<file path="config.mk">
export PLATFORM = sky130hd
export DESIGN_NAME = bus_interrupter
export DESIGN_NICKNAME = d
export VERILOG_FILES = /design/src/rtl/intr_pkg.sv /design/src/rtl/intr_ack_match.sv /design/src/rtl/intr_lvl_reg.sv /design/src/rtl/intr_irq_decode.sv /design/src/rtl/bus_interrupter.sv
export SDC_FILE = /design/constraint.sdc
export NUM_CORES = 1
export LEC_CHECK = 0
export CELL_PAD_IN_SITES_DETAIL_PLACEMENT = 0
export CELL_PAD_IN_SITES_GLOBAL_PLACEMENT = 1
export CORE_UTILIZATION = 20
export DETAILED_ROUTE_END_ITERATION = 10
export HOLD_SLACK_MARGIN = 0.03
export MAX_ROUTING_LAYER = met4
export PLACE_DENSITY = 0.8
export RECOVER_POWER = 50
export SKIP_CTS_REPAIR_TIMING = 1
export SLEW_MARGIN = 40
export SYNTH_ARGS = -nofsm -noshare
export SYNTH_HDL_FRONTEND = slang
export SYNTH_SLANG_ARGS = --single-unit
</file>
<file path="constraint.sdc">
create_clock -name clk_i -period 1.22 [get_ports clk_i]
set_clock_uncertainty 0.05 [all_clocks]
set_input_delay 0.122 -clock clk_i [delete_from_list [all_inputs] [get_ports clk_i]]
set_output_delay 0.122 -clock clk_i [all_outputs]
set_load 0.02 [all_outputs]
</file>
<file path="src/rtl/intr_pkg.sv">
package intr_pkg;
  localparam int unsigned DEF_NUM_LVL = 7;

  function automatic int unsigned lvl_width(input int unsigned n);
    return $clog2(n + 1);
  endfunction
endpackage

</file>
<file path="src/rtl/intr_ack_match.sv">
module intr_ack_match #(
  parameter int unsigned LVL_W = 3
) (
  input  logic             ack_cyc_i,
  input  logic [LVL_W-1:0] ack_lvl_i,
  input  logic [LVL_W-1:0] cur_lvl_i,
  output logic             match_o
);
  always_comb begin
    match_o = ack_cyc_i && (cur_lvl_i != '0) && (ack_lvl_i == cur_lvl_i);
  end
endmodule

</file>
<file path="src/rtl/intr_lvl_reg.sv">
module intr_lvl_reg #(
  parameter int unsigned LVL_W = 3
) (
  input  logic             clk_i,
  input  logic             rst_ni,
  input  logic             wr_en_i,
  input  logic [LVL_W-1:0] wr_data_i,
  input  logic             match_i,
  output logic [LVL_W-1:0] lvl_o,
  output logic             hit_o
);
  logic [LVL_W-1:0] lvl_q;
  logic             hit_q;

  always_ff @(posedge clk_i or negedge rst_ni) begin
    if (!rst_ni) begin
      lvl_q <= '0;
      hit_q <= 1'b0;
    end else begin
      // write wins over release-on-acknowledge
      if (wr_en_i)      lvl_q <= wr_data_i;
      else if (match_i) lvl_q <= '0;
      hit_q <= match_i && !wr_en_i;
    end
  end

  assign lvl_o = lvl_q;
  assign hit_o = hit_q;
endmodule

</file>
<file path="src/rtl/intr_irq_decode.sv">
module intr_irq_decode #(
  parameter int unsigned NUM_LVL = 7,
  parameter int unsigned LVL_W   = 3
) (
  input  logic [LVL_W-1:0]   lvl_i,
  output logic [NUM_LVL-1:0] irq_no_o
);
  for (genvar g = 0; g < NUM_LVL; g++) begin : g_line
    assign irq_no_o[g] = (lvl_i != LVL_W'(g + 1));
  end
endmodule

</file>
<file path="src/rtl/bus_interrupter.sv">
module bus_interrupter #(
  parameter int unsigned NUM_LVL = intr_pkg::DEF_NUM_LVL,
  localparam int unsigned LVL_W  = intr_pkg::lvl_width(NUM_LVL)
) (
  input  logic               clk_i,
  input  logic               rst_ni,
  input  logic               wr_en_i,
  input  logic [LVL_W-1:0]   wr_data_i,
  output logic [LVL_W-1:0]   rd_data_o,
  input  logic               ack_cyc_i,
  input  logic [LVL_W-1:0]   ack_lvl_i,
  output logic               ack_hit_o,
  output logic [NUM_LVL-1:0] irq_no_o
);
  logic [LVL_W-1:0] lvl;
  logic             match;

  intr_ack_match #(.LVL_W(LVL_W)) u_match (
    .ack_cyc_i (ack_cyc_i),
    .ack_lvl_i (ack_lvl_i),
    .cur_lvl_i (lvl),
    .match_o   (match)
  );

  intr_lvl_reg #(.LVL_W(LVL_W)) u_reg (
    .clk_i     (clk_i),
    .rst_ni    (rst_ni),
    .wr_en_i   (wr_en_i),
    .wr_data_i (wr_data_i),
    .match_i   (match),
    .lvl_o     (lvl),
    .hit_o     (ack_hit_o)
  );

  intr_irq_decode #(.NUM_LVL(NUM_LVL), .LVL_W(LVL_W)) u_dec (
    .lvl_i    (lvl),
    .irq_no_o (irq_no_o)
  );

  assign rd_data_o = lvl;
endmodule

</file>
**Word-level counts from Yosys, hierarchy flattened**

Index checks and enable logic that the tools add are counted.
Widths: inputs -> output; s select.

- Register bits: 4
- Latch bits: 0
- Memory bits (writable): 0
- Bits in read-only memories: 0
- Input bits: 10
- Output and inout bits: 11
- Memories kept: 0

- Add/sub/neg operators: 0
- Multiply operators: 0
- Divide/modulo/power cells: 0
- Magnitude comparators: 0
- Eq/ne operators: 8
- Shift-type cells: 0
- Muxes and demuxes: 2
- Bitwise operators: 0
- Reduce and logical (&&, ||, !) cells: 6

Operators with widths:

| cell | number |
|---|---|
| $ne 3x3->1 const B | 4 |
| $mux 3 | 2 |
| $ne 3x2->1 const B | 2 |
| $eq 3x3->1 | 1 |
| $logic_and 1x1->1 | 3 |
| $ne 3x1->1 const B | 1 |
| $reduce_bool 3->1 | 1 |
| $reduce_bool 2->1 | 1 |
| $logic_not 1->1 | 1 |

**Logic depth before layout (Yosys ltp)**

- Word-level depth: 5
- Depth in mapped cells: 5
- Depth with buffers taken out: 4

**Cells and area by module**

Synthesis repeated with hierarchy kept, for this count alone.

- Cells, all modules: 24
- Area, all modules: 251.5 um2

By module, submodules not included:

| module | instances | cells each | area an instance (um2) | sequential area each (um2) |
|---|---|---|---|---|
| intr_lvl_reg | 1 | 9 | 141.4 | 100.1 |
| intr_ack_match | 1 | 8 | 56.3 | 0.0 |
| intr_irq_decode | 1 | 7 | 53.8 | 0.0 |

**Worst setup path before layout**

No wires, ideal clock.

- Path type: flip-flop to output port
- Start point: register u_reg.lvl_q[0] (netlist: u_reg.lvl_o[0])
- End point: output irq_no_o[0]
- Arrival time: 1.162 ns
- Setup slack: -0.114 ns
- Stages on the path, launching flop included: 3
- Path buffers: 1
- Cell sequence: dfrtp_1 > buf_2 > or3b_2

- Longest elaborated chain between the ends: 1

RTL lines:

| element | line | source |
|---|---|---|
| start, declared | intr_lvl_reg.sv:12 | `logic [LVL_W-1:0] lvl_q;` |
| start signal, assigned | intr_lvl_reg.sv:21 | `if (wr_en_i) lvl_q <= wr_data_i;` |
| $ne 3x1->1 | intr_irq_decode.sv:9 | `assign irq_no_o[g] = (lvl_i != LVL_W'(g + 1));` |
| end, declared | bus_interrupter.sv:13 | `output logic [NUM_LVL-1:0] irq_no_o` |

No other way between the ends.

**Worst setup path in the final report**

- Start point: register u_reg.lvl_q[1] (netlist: u_reg.lvl_o[1])
- End point: output irq_no_o[3]

- Longest elaborated chain between the ends: 1

RTL lines:

| element | line |
|---|---|
| $ne 3x3->1 | intr_irq_decode.sv:9 |

No other way between the ends.

==> results <==
-- metrics by stage --
stage	cells	setup TNS (ns)	util, %	hold slack, ns	setup WS, ns
finish	78	-1.05	46.7	0.386	-0.233
global route	78	-1.68	46.7	0.403	-0.278
CTS	76	-5.07	43.2	0.0248	-0.614
detailed placement	72	-2.81	41.3	0.277	-0.356
global placement	72	-2.74	41.3	0.279	-0.347
floorplan	33	-0.261	-	-0.224	-0.0867
-- cell type report --
class | count | area [um2] | area share (%)
repair buffers | 29 | 298 | 46.7
flip-flops and latches | 4 | 103 | 16.1
well taps | 15 | 18.8 | 2.94
clock buffers | 4 | 26.3 | 4.12
multi-input cells | 26 | 193 | 30.2
-- placed cells by master (no fill, tap or decap), types with 2 or more instances in the layout --
cell type / count
dlymetal6s2s_1: 4
nand2_1: 3
buf_6: 10
clkbuf_4: 3
dfrtp_1: 2
dfrtp_2: 2
o21ai_1: 3
or3b_4: 2
clkdlybuf4s50_1: 8
dlygate4sd3_1: 2
buf_4: 4
nand2b_1: 3
nand3b_1: 3
-- how the worst max path moves through the flow --
stage	endpoint	start
3_5_place_dp	irq_no_o[3]	u_reg.lvl_o[1]$_DFFE_PN0P_
4_1_cts	irq_no_o[0]	u_reg.lvl_o[1]$_DFFE_PN0P_
6_report	irq_no_o[3]	u_reg.lvl_o[1]$_DFFE_PN0P_
2_1_floorplan	irq_no_o[0]	u_reg.lvl_o[0]$_DFFE_PN0P_
5_1_grt	irq_no_o[3]	u_reg.lvl_o[1]$_DFFE_PN0P_
3_3_place_gp	irq_no_o[3]	u_reg.lvl_o[1]$_DFFE_PN0P_
-- report_power, final --
| group | internal, mW | switching [mW] |
|---|---|---|
| clock | 0.123 | 0.0552 |
| combinational | 0.137 | 0.0968 |
| sequential | 0.145 | 0.0127 |
-- flip-flops by register name, summed over array words and instances (netlist names) --
name and count:
u_reg.lvl_o 3, u_reg.hit_o 1
-- per-layer routing --
layer | routed length [um] | GRT usage, % | vias to the layer above
met5 | 0 | - | -
met4 | 13 | 12.1 | 0
met3 | 48 | 1.60 | 2
met2 | 372 | 14.5 | 15
met1 | 271 | 8.77 | 142
li1 | - | - | 176
-- critical path, stage by stage, from the launching register on --
cell	delay, ns
dfrtp_2	0.42
or3b_2	0.46
buf_2	0.17
-- logic make-up after synthesis --
family,share of synthesized area (%)
flip-flops,32.4
buffers and inverters,7.69
AO/OA/AOI/OAI,19.0
AND/OR/NAND/NOR,38.1
XOR/XNOR,2.83
==> results.txt <==
First DRT Iteration DRCs -> 11
Seq/Total Area, Yosys -> 32.4%
Worst skew pair latency -> 0.23 ns
EDFF count, synth -> 0
Fin. max-slew vios -> 0
NumNets Final -> 74
Die span in x -> 41.3 um
Syn-to-layout area delta -> 106%
Cells after Synth -> 33
Measured slew at the worst slew-check pin -> 0.227 ns
Vias -> 335
Routed vias/inst -> 4.29
Clk pin slew, worst setup/hold paths -> 0.04 ns
Area of the mapped netlist -> 309 um2
Max Clk Rate -> 688 MHz
Yosys warning count -> 0
Rel. slew slack -> 84.8%
Most common cell in the netlist -> dfrtp_1
Hold EP -> u_reg.lvl_o[2]$_DFFE_PN0P_
Async set or reset register ratio after synthesis -> 100%
GPL Wtd Cong -> 0.653
Deepest clock path buffer count -> 2
Max cap viols -> 0
PwrDens -> 892 nW/um2
Starting density of the core -> 22.6%
I/O pin count -> 21
Die ar. -> 1710 um2
Final Hold Viols -> 0
Critical path required time -> 1.05 ns
DIE HEIGHT -> 41.3 um
Final setup viols -> 10
Ant diodes -> 0
Period utilization -> 119%
Total gr overflow -> 0
Area after DPL -> 564 um2
Fin area -> 638 um2
Leakage -> 0.313 nW
Num CTS Buffers -> 3
Period minus WS final -> 1.45 ns
CP startpoint kind -> flop
Layout cells sized above 1 -> 44.4%
Failing checks -> negative setup slack
# fillers -> 141
Count of different cell masters after synthesis -> 19
Synthesized Nets -> 43
Critical path class -> reg -> out
Drt total wl -> 705 um
WL per Instance -> 9.04 um
Critical Path AT -> 1.28 ns
Syn Area/Cell -> 9.37 um2
GR Util All Layers -> 9.36%
Drt first pass iters -> 2
Register bit total from synthesis -> 4
Power Total -> 569 uW
Vias in the first global route -> 253
Initial antenna violation count -> 0
Row count -> 13
Reg-to-Reg Start -> u_reg.lvl_o[2]$_DFFE_PN0P_
Pin count of the biggest net entering global routing -> 8
Core ar. -> 1370 um2
CTS sink cnt -> 4
Hold WC Path Type -> in -> reg
Setup slack after layout -> -0.233 ns
ANT nets after route -> 0
Port bufs -> 20
Root Buffer Master -> clkbuf_4
Flop2flop setup slack -> -0.15 ns
Synth top area cells -> dfrtp_1 (32%), or3b_2 (8.5%), nand3b_1 (7.3%), nand2b_1 (6.1%), o21ai_1 (4.9%)
Detailed placement HPWL -> 570 um
Area leader, netlist -> dfrtp_1
R2R depth -> 5
Post-route DRC -> 0
CTS tree -> yes
Worst reg2reg path endpoint -> u_reg.hit_o$_DFF_PN0_
Yosys top cell area share -> 32.4%
Hold depth -> 3
Top FF cell, synth -> dfrtp_1
Clock H-tree levels -> 1
Peak supply drop -> 0.353 mV
Outcome -> complete, but fails checks
First-pass GRT wire length -> 917 um
CP max FO -> 4
RSZ-0062 raised after global routing -> yes
Setup crit end kind -> primary output
Worst hold start -> wr_data_i[2]
Power figures use the tool's default switching activity.
